$ cat src/rtl/idiv_pkg.sv
// Shared definitions for the iterative divider.
// Assumes nothing beyond IEEE 1800-2017 packages.
package idiv_pkg;

    // Rounding selection carried through the divider
    typedef enum logic {
        DIV_TRUNC = 1'b0,
        DIV_FLOOR = 1'b1
    } div_mode_e;

endpackage

$ cat src/rtl/idiv_prep.sv
// Operand preparation: turns a raw operand into a sign bit and an unsigned magnitude.
// Assumes W >= 2; the most negative value maps to magnitude 2**(W-1), which fits in W bits.
module idiv_prep #(
    parameter int W = 8
) (
    input  logic [W-1:0] val,
    input  logic         is_signed,
    output logic [W-1:0] mag,
    output logic         neg
);

    // Sign detection and two's-complement negation of negative operands
    always_comb begin
        neg = is_signed & val[W-1];
        mag = neg ? (~val + 1'b1) : val;
    end

endmodule

$ cat src/rtl/idiv_restore.sv
// Unsigned restoring divider, one quotient bit per clock.
// Assumes NUM_W >= 2. A load is taken only while idle.
// fin pulses for one cycle once q_mag and r_mag hold the final values;
// those values remain until the next load.
module idiv_restore #(
    parameter int NUM_W = 8,
    parameter int DEN_W = 8
) (
    input  logic             clk,
    input  logic             rst_n,
    input  logic             load,
    input  logic [NUM_W-1:0] num_mag,
    input  logic [DEN_W-1:0] den_mag,
    output logic             busy,
    output logic             fin,
    output logic [NUM_W-1:0] q_mag,
    output logic [DEN_W-1:0] r_mag
);

    localparam int CNT_W = $clog2(NUM_W + 1);

    logic [DEN_W-1:0] part_q;
    logic [DEN_W-1:0] den_q;
    logic [NUM_W-1:0] shf_q;
    logic [CNT_W-1:0] cnt_q;
    logic             busy_q;
    logic             fin_q;
    logic [DEN_W:0]   shifted;
    logic [DEN_W+1:0] trial;
    logic             take;

    // Trial subtraction of the divisor from the shifted partial remainder
    always_comb begin
        shifted = {part_q, shf_q[NUM_W-1]};
        trial   = {1'b0, shifted} - {2'b00, den_q};
        take    = ~trial[DEN_W+1];
    end

    // Iteration state: partial remainder, dividend/quotient shifter, bit counter
    always_ff @(posedge clk) begin
        if (!rst_n) begin
            part_q <= '0;
            den_q  <= '0;
            shf_q  <= '0;
            cnt_q  <= '0;
            busy_q <= 1'b0;
            fin_q  <= 1'b0;
        end else begin
            fin_q <= 1'b0;
            if (load && !busy_q) begin
                part_q <= '0;
                shf_q  <= num_mag;
                den_q  <= den_mag;
                cnt_q  <= CNT_W'(NUM_W);
                busy_q <= 1'b1;
            end else if (busy_q) begin
                part_q <= take ? trial[DEN_W-1:0] : shifted[DEN_W-1:0];
                shf_q  <= {shf_q[NUM_W-2:0], take};
                cnt_q  <= cnt_q - 1'b1;
                if (cnt_q == CNT_W'(1)) begin
                    busy_q <= 1'b0;
                    fin_q  <= 1'b1;
                end
            end
        end
    end

    assign busy  = busy_q;
    assign fin   = fin_q;
    assign q_mag = shf_q;
    assign r_mag = part_q;

endmodule

$ cat src/rtl/idiv_fixup.sv
// Sign restoration and rounding correction for a magnitude quotient and remainder.
// Assumes r_mag < den_mag whenever den_mag is nonzero, and REM_W > max(NUM_W, DEN_W).
// Flooring moves the quotient down by one and adds the signed divisor
// to the remainder when the signs differ and the remainder is nonzero.
module idiv_fixup #(
    parameter int NUM_W = 8,
    parameter int DEN_W = 8,
    parameter int REM_W = 9
) (
    input  logic             [NUM_W-1:0] q_mag,
    input  logic             [DEN_W-1:0] r_mag,
    input  logic             [DEN_W-1:0] den_mag,
    input  logic                         n_neg,
    input  logic                         d_neg,
    input  idiv_pkg::div_mode_e          mode,
    output logic             [NUM_W-1:0] quo,
    output logic             [REM_W-1:0] rem
);

    logic [NUM_W:0]   q_ext;
    logic [NUM_W:0]   q_t;
    logic [NUM_W:0]   q_f;
    logic [REM_W-1:0] r_ext;
    logic [REM_W-1:0] r_t;
    logic [REM_W-1:0] r_f;
    logic [REM_W-1:0] d_ext;
    logic [REM_W-1:0] d_s;
    logic             adjust;

    // Truncated signed results, then the optional flooring step
    always_comb begin
        q_ext  = {1'b0, q_mag};
        q_t    = (n_neg ^ d_neg) ? (~q_ext + 1'b1) : q_ext;
        r_ext  = REM_W'(r_mag);
        r_t    = n_neg ? (~r_ext + 1'b1) : r_ext;
        d_ext  = REM_W'(den_mag);
        d_s    = d_neg ? (~d_ext + 1'b1) : d_ext;
        adjust = (mode == idiv_pkg::DIV_FLOOR) && (r_mag != '0) && (n_neg != d_neg);
        q_f    = adjust ? (q_t - 1'b1) : q_t;
        r_f    = adjust ? (r_t + d_s) : r_t;
        quo    = q_f[NUM_W-1:0];
        rem    = r_f;
    end

endmodule

$ cat src/rtl/int_divider.sv
// Iterative signed/unsigned integer divider with truncating or flooring rounding.
// Accepts start only while idle. Results and done are registered NUM_W+1 edges
// after the accepting edge and hold until the next done.
// A zero divisor gives an all-ones quotient, the extended dividend as remainder,
// and div_zero. Assumes NUM_W >= 2 and DEN_W >= 2.
module int_divider #(
    parameter int NUM_W = 8,
    parameter int DEN_W = 8,
    localparam int REM_W = ((NUM_W > DEN_W) ? NUM_W : DEN_W) + 1
) (
    input  logic             clk,
    input  logic             rst_n,
    input  logic             start,
    input  logic [NUM_W-1:0] num,
    input  logic [DEN_W-1:0] den,
    input  logic             num_signed,
    input  logic             den_signed,
    input  logic             floor_mode,
    output logic             busy,
    output logic             done,
    output logic [NUM_W-1:0] quo,
    output logic [REM_W-1:0] rem,
    output logic             div_zero
);

    import idiv_pkg::*;

    logic [NUM_W-1:0] num_mag;
    logic [DEN_W-1:0] den_mag;
    logic             num_neg;
    logic             den_neg;
    logic             accept;
    logic             core_busy;
    logic             core_fin;
    logic [NUM_W-1:0] core_q;
    logic [DEN_W-1:0] core_r;
    logic [NUM_W-1:0] fx_quo;
    logic [REM_W-1:0] fx_rem;

    div_mode_e        mode_q;
    logic             n_neg_q;
    logic             d_neg_q;
    logic             dz_q;
    logic [DEN_W-1:0] den_mag_q;
    logic [REM_W-1:0] num_x_q;

    logic             done_q;
    logic             dz_out_q;
    logic [NUM_W-1:0] quo_q;
    logic [REM_W-1:0] rem_q;

    idiv_prep #(.W(NUM_W)) u_prep_num (
        .val       (num),
        .is_signed (num_signed),
        .mag       (num_mag),
        .neg       (num_neg)
    );

    idiv_prep #(.W(DEN_W)) u_prep_den (
        .val       (den),
        .is_signed (den_signed),
        .mag       (den_mag),
        .neg       (den_neg)
    );

    assign accept = start & ~busy;

    // Per-division context captured at the accepting edge
    always_ff @(posedge clk) begin
        if (!rst_n) begin
            mode_q    <= DIV_TRUNC;
            n_neg_q   <= 1'b0;
            d_neg_q   <= 1'b0;
            dz_q      <= 1'b0;
            den_mag_q <= '0;
            num_x_q   <= '0;
        end else if (accept) begin
            mode_q    <= div_mode_e'(floor_mode);
            n_neg_q   <= num_neg;
            d_neg_q   <= den_neg;
            dz_q      <= (den == '0);
            den_mag_q <= den_mag;
            num_x_q   <= {{(REM_W-NUM_W){num_signed & num[NUM_W-1]}}, num};
        end
    end

    idiv_restore #(.NUM_W(NUM_W), .DEN_W(DEN_W)) u_core (
        .clk     (clk),
        .rst_n   (rst_n),
        .load    (accept),
        .num_mag (num_mag),
        .den_mag (den_mag),
        .busy    (core_busy),
        .fin     (core_fin),
        .q_mag   (core_q),
        .r_mag   (core_r)
    );

    idiv_fixup #(.NUM_W(NUM_W), .DEN_W(DEN_W), .REM_W(REM_W)) u_fix (
        .q_mag   (core_q),
        .r_mag   (core_r),
        .den_mag (den_mag_q),
        .n_neg   (n_neg_q),
        .d_neg   (d_neg_q),
        .mode    (mode_q),
        .quo     (fx_quo),
        .rem     (fx_rem)
    );

    // Result registers loaded once per division, with the zero-divisor override
    always_ff @(posedge clk) begin
        if (!rst_n) begin
            done_q   <= 1'b0;
            dz_out_q <= 1'b0;
            quo_q    <= '0;
            rem_q    <= '0;
        end else begin
            done_q   <= core_fin;
            dz_out_q <= core_fin & dz_q;
            if (core_fin) begin
                quo_q <= dz_q ? '1 : fx_quo;
                rem_q <= dz_q ? num_x_q : fx_rem;
            end
        end
    end

    assign busy     = core_busy | core_fin;
    assign done     = done_q;
    assign div_zero = dz_out_q;
    assign quo      = quo_q;
    assign rem      = rem_q;

endmodule

$ cat config.mk
export PLATFORM = sky130hd
export DESIGN_NAME = int_divider
export DESIGN_NICKNAME = d
export VERILOG_FILES = /design/src/rtl/idiv_pkg.sv /design/src/rtl/idiv_prep.sv /design/src/rtl/idiv_restore.sv /design/src/rtl/idiv_fixup.sv /design/src/rtl/int_divider.sv
export SDC_FILE = /design/constraint.sdc
export NUM_CORES = 1
export LEC_CHECK = 0
export BUFFER_PORTS_ARGS = -buffer_cell sky130_fd_sc_hd__buf_2
export CAP_MARGIN = 40
export CORE_ASPECT_RATIO = 0.6
export CORE_UTILIZATION = 60
export CTS_BUF_LIST = sky130_fd_sc_hd__clkbuf_2 sky130_fd_sc_hd__clkbuf_4 sky130_fd_sc_hd__clkbuf_8
export DETAILED_ROUTE_END_ITERATION = 10
export GPL_TIMING_DRIVEN = 1
export MAX_ROUTING_LAYER = met4
export PLACE_DENSITY = 0.93
export SLEW_MARGIN = 20
export SYNTH_ARGS = -nofsm -noshare
export SYNTH_HDL_FRONTEND = slang
export SYNTH_SLANG_ARGS = --single-unit
$ cat constraint.sdc
create_clock -name clk -period 3.7 [get_ports clk]
set_clock_uncertainty 0.05 [all_clocks]
set_input_delay 0.74 -clock clk [delete_from_list [all_inputs] [get_ports clk]]
set_output_delay 0.74 -clock clk [all_outputs]
set_load 0.02 [all_outputs]
# Yosys cells after proc, flatten, opt, wreduce, memory -nomap -nowiden
# Cells that the tools add are included.
[classes]
addsub = 9
n_eq_ne = 2
n_mux = 18
bitwise_logic = 15
reduce_logical = 9
[op_table]
columns = ["op", "n"]
rows = [
  ["8-bit two-way mux", 8],
  ["9-bit two-way mux", 4],
  ["8-bit by 1-bit adder with 8-bit output, second input constant", 3],
  ["8-bit NOT", 3],
  ["9-bit by 1-bit adder with 9-bit output, second input constant", 2],
  ["8-bit NOT with 9-bit output", 2],
  ["9-bit by 8-bit subtractor with 10-bit output", 1],
  ["9-bit adder", 1],
  ["8-bit zero test", 1],
  ["4-bit two-way mux", 2],
  ["8-bit nonzero test", 1],
  ["8-bit by 1-bit subtractor with 8-bit output, second input constant", 1],
  ["1-bit AND", 4],
  ["4-bit by 1-bit == test with 1-bit output, second input constant", 1],
  ["1-bit two-way mux", 4],
  ["1-bit NOT", 4],
  ["4-bit by 1-bit subtractor with 4-bit output, second input constant", 1],
  ["1-bit logical AND", 3],
  ["3-bit OR reduction", 1],
  ["2-bit nonzero test", 1],
  ["2-bit OR reduction", 1],
  ["1-bit zero test", 1],
  ["1-bit inequality test", 1],
  ["1-bit bitwise OR", 1],
  ["1-bit bitwise XOR", 1],
]
[word_totals]
ff_bits = 70
input_bits = 22
out_inout_bits = 20
word_cells = 70

# Logic depth before layout (Yosys ltp)
[logic_depth]
word_depth = 6
depth_mapped = 12
ltp_nobuf = 12

# Cells and area by module
# Synthesis repeated with hierarchy kept, for this count alone.
[hier_totals]
cells_unflattened = 583
hier_area_um2 = 4720.8
[modules_own_cells]
columns = ["module", "instances", "cells_per_inst", "area_per_inst_um2", "seq_area_each_um2"]
rows = [
  ["idiv_restore", 1, 208, 1741.7, 600.6],
  ["int_divider", 1, 159, 1540.2, 800.8],
  ["idiv_fixup", 1, 166, 1126.1, 0.0],
  ["idiv_prep", 2, 25, 156.4, 0.0],
]

# Worst setup path after synthesis
# No wires, ideal clock.
[synth_path]
kind = "register to register"
startpoint = "register u_core.part_q[2], in the netlist u_core.r_mag[2]"
endpoint = "register rem_q[8], in the netlist rem[8]"
setup_ps = 122
arrival_time_ps = 2675
t_required_ps = 3528
slack_ps = 853
stages_incl_launch_ff = 11
n_path_buf = 0
synth_period_minus_slack_ps = 2847
path_cell_list = "dfxtp_1 or3_1 o31a_1 xor2_1 ha_1 a2111oi_0 o21ai_0 a31oi_1 mux2i_1 mux2i_1 o31ai_1"
[synth_via]
elab_chain_len = 6
elab_cells_between_ends = 9
classes_between = "add/sub: 2; mux: 3; bitwise: 1; reduce/logical: 3"
[synth_lines]
columns = ["element", "line_no", "source"]
rows = [
  ["from (decl)", "idiv_restore.sv:22", "logic [DEN_W-1:0] part_q;"],
  ["from (signal assigned)", "idiv_restore.sv:57", "part_q <= take ? trial[DEN_W-1:0] : shifted[DEN_W-1:0];"],
  ["8-bit NOT with 9-bit output", "idiv_fixup.sv:35", "r_t = n_neg ? (~r_ext + 1'b1) : r_ext;"],
  ["9-bit by 1-bit adder with 9-bit output", "idiv_fixup.sv:35", ""],
  ["9-bit two-way mux", "idiv_fixup.sv:35", ""],
  ["9-bit adder", "idiv_fixup.sv:40", "r_f = adjust ? (r_t + d_s) : r_t;"],
  ["9-bit two-way mux (*)", "idiv_fixup.sv:40", ""],
  ["9-bit two-way mux (*)", "int_divider.sv:122", "rem_q <= dz_q ? num_x_q : fx_rem;"],
  ["to (signal assigned)", "int_divider.sv:122", ""],
  ["to (decl)", "int_divider.sv:50", "logic [REM_W-1:0] rem_q;"],
]
# Mark *: on every way between the ends. The rest lies on a longest branch, timed or not.
# A chain may end at the register's enable or synchronous reset.

# Final worst setup path
# Ends and elaborated chain as after synthesis.

==> flow_metrics.env <==
export IMPL_max_slew_worst_pin_slew_ns=0.818
export IMPL_seqPwrFrac_pct=41.4
export IMPL_met1_length_um=5160
export IMPL_finalHoldViolCount=0
export IMPL_synth_area_leaders="dfxtp_1, xnor2_1, ha_1"
export IMPL_synth_warnings=0
export IMPL_hold_buffers=0
export IMPL_slew_headroom_pct=45.4
export IMPL_worst_path_buf_inv=0
export IMPL_synth_main_ff_cell="dfxtp_1"
export IMPL_cp_arrival_ns=3.42
export IMPL_synth_edf_count=0
export IMPL_syn_nets=581
export IMPL_internal_power_mw=1.37
export IMPL_critPathMaxStageDelay_ns=0.50
export IMPL_cts_root_buf="clkbuf_8"
export IMPL_initial_core_util_pct=63.0
export IMPL_drive_gt1_share_pct=12.0
export IMPL_rows=23
export IMPL_drt_iter0_drc=416
export IMPL_htree_levels=3
export IMPL_clock_latency_ns=0.36
export IMPL_ios=42
export IMPL_fin_crit_sh_pct=86.9
export IMPL_crit_required_ns=3.90
export IMPL_drv_slew=0
export IMPL_cts_tree="done"
export IMPL_cts_made_buffers=9
export IMPL_max_vdd_ir_drop_mv=0.262
export IMPL_crit_fanout=7
export IMPL_slowest_stage="a2111oi_0"
export IMPL_drv_cap=0
export IMPL_detailroute_via_count=4091
export IMPL_antenna_left=0
export IMPL_timing_fmax_mhz=311
export IMPL_cts_setup_buffers=0
export IMPL_synth_most_common_cell="dfxtp_1"
export IMPL_powerDensity_mw_per_mm2=432
export IMPL_regToRegSetupSlack_ns=0.48
export IMPL_clockBufferDepth=2
export IMPL_met3WireLength_um=1300
export IMPL_syn_to_final_growth_pct=10.9
export IMPL_highest_layer="met4"
export IMPL_die_area_mm2=0.00745
export IMPL_cts_clk_slew_worst_paths_ns=0.08
export IMPL_synth_seq_area_share_pct=32.4
export IMPL_vias_per_cell=6.24
export IMPL_cp_top_family="compound AO/OA/AOI/OAI gates"
export IMPL_yosys_area_top_type="dfxtp_1"
export IMPL_final_area_mm2=0.00472
export IMPL_grt_max_degree=39
export IMPL_grt_pass1_wl_um=18100
export IMPL_rsz0062_at_grt="no"
export IMPL_drc_errors=0
export IMPL_firstDrtPassIters=6
export IMPL_p_leak_nw=2.00
export IMPL_wirelength_um=11200
export IMPL_multi_input_comb_area_mm2=0.00266
export IMPL_synth_top_area_share_pct=32.4
export IMPL_antenna_found_initial=0
export IMPL_io_buffer_count=41
export IMPL_wl_met2_um=4620
export IMPL_dp_hpwl_um=8330
export IMPL_grt_pass1_vias=3632
export IMPL_ys_ff_latch=69
export IMPL_cpMostUsedCell="mux2i_1"
export IMPL_syn_area_mm2=0.00426
export IMPL_crit_chain="or3_1 -> o31a_1 -> xor2_1 -> ha_1 -> a2111oi_0 -> o21ai_0 -> a31oi_1 -> mux2i_1 -> mux2i_1 -> o31ai_1"
export IMPL_cts_resized=0
export IMPL_swShare_pct=32.6
export IMPL_core_mm2=0.00676
export IMPL_die_h_um=67.3
export IMPL_diodes=0
export IMPL_p_clk_share_pct=33.8
export IMPL_synth_common_cells="dfxtp_1, nand2_1, a21oi_1"
export IMPL_grt_overflow_total=0
export IMPL_ys_types=56
export IMPL_drt_wirelength_per_cell_um=17.1
export IMPL_fillers=523
export IMPL_fin_setup_tns_ns=0
export IMPL_fin_crit_ns=3.22
export IMPL_async_reset_ff_share_pct=0
export IMPL_hold_class="register to register"
export IMPL_worstSetupStartpointType="register"
export IMPL_nets=611
export IMPL_critPathCaptureType="register"
export IMPL_placed_area_mm2=0.00450
export IMPL_status="complete, no violations"
export IMPL_clock_sinks=69
export IMPL_critPathKind="register to register"
export IMPL_synth_avg_cell_area_um2=7.98
export IMPL_regArea_mm2=0.00138
export IMPL_combPwrFrac_pct=24.8
export IMPL_fp_dieW_um=111
export IMPL_netlist_instances=534
export IMPL_finalSetupViolCount=0
export IMPL_p_sw_uw=665
export IMPL_gp_congestion=0.938
export IMPL_grt_usage_pct=32.9
## cells in the final DEF, fill, tap and decap left out, types with 2 or more instances in the layout
cell type	n
dfxtp_1	69
nand2_1	65
a21oi_1	46
o21ai_0	43
buf_2	41
nor2_1	36
xnor2_1	34
inv_1	28
ha_1	23
a21boi_0	16
nor3_1	11
mux2i_1	11
xor2_1	10
clkbuf_8	9
nand3b_1	7
o21a_1	7
nand2b_1	6
o211ai_1	6
a31oi_1	6
and2_1	6
nor4_1	6
o221ai_1	6
or3_1	5
nand3_1	5
nor2b_1	5
buf_4	5
o31ai_1	4
a21o_1	4
and3_1	4
o22ai_1	4
a211oi_1	3
or4_1	3
clkinvlp_4	3
o31a_1	2
a211o_1	2
a22oi_1	2
fa_1	2
bufinv_16	2
## worst reg2reg max path, delay by kind of cell, from the launching register on
family / cells / cell delay [ns]
compound gates: 5 / 1.31
simple gates: 1 / 0.49
mux: 2 / 0.45
flops: 1 / 0.38
fa+ha+maj: 1 / 0.23
xor+xnor: 1 / 0.19
## stage by stage
step | hold slack, ns | utilization (%) | std cells | power (mW) | setup WS [ns]
after global placement | 0.390 | 66.5 | 639 | 1.32 | 0.682
after floorplan | 0.376 | - | 534 | 1.22 | 0.853
final | 0.416 | 69.8 | 656 | 2.04 | 0.483
after CTS | 0.413 | 69.7 | 655 | 2.03 | 0.507
after detailed placement | 0.397 | 66.5 | 639 | 1.34 | 0.524
after global routing | 0.430 | 69.8 | 656 | 2.13 | 0.293
## sequential cells by signal, summed over array words and instances (netlist names), 4 cells and up
signal        flops
rem               9
den_mag_q         8
num_x_q           8
quo               8
u_core.den_q      8
u_core.q_mag      8
u_core.r_mag      8
u_core.cnt_q      4
## kinds of logic (layout without fill, tap and decap cells)
logic type      count (synthesis)  after routing  synth area share, %
mux                            11             11                 2.59
buf+inv                        56             91                 5.05
compound gates                160            160                 23.5
fa+ha+maj                      25             25                 7.70
flops                          69             69                 32.4
xor+xnor                       45             45                 9.43
simple gates                  168            168                 19.3
## cell type report
type / count / share of cell area [%]
multi-input combinational: 409 / 56.4
tap: 87 / 2.30
clock buffer: 10 / 2.78
timing repair buffer: 46 / 5.14
inverter: 29 / 2.30
clock inverter: 6 / 1.85
sequential: 69 / 29.2
## power by group through the flow
stage	combinational (mW)	sequential, mW	clock (mW)
2_1_floorplan	0.379	0.836	0
3_5_place_dp	0.485	0.858	0
5_1_grt	0.553	0.849	0.728
6_report	0.506	0.844	0.689
3_3_place_gp	0.466	0.854	0
4_1_cts	0.493	0.841	0.693
## worst paths after layout
| check | endpoint | depth (start not counted) | startpoint |
|---|---|---|---|
| worst max-delay path | rem[8]$_SDFFE_PN0P_ | 10 | u_core.r_mag[2]$_SDFFE_PP0P_ |
| worst min-delay path | num_x_q[4]$_SDFFE_PN0P_ | 2 | num_x_q[4]$_SDFFE_PN0P_ |
| worst max register to register | rem[8]$_SDFFE_PN0P_ | 10 | u_core.r_mag[2]$_SDFFE_PP0P_ |
| worst min register to register | num_x_q[4]$_SDFFE_PN0P_ | 2 | num_x_q[4]$_SDFFE_PN0P_ |
## metal layers
layer | vias to the layer above | global-route usage (%)
met5 | - | -
li1 | 1942 | -
met3 | 22 | 10.9
met1 | 1899 | 43.8
met2 | 228 | 47.7
met4 | 0 | 8.67
No activity file was read; power rests on OpenSTA's default activity.
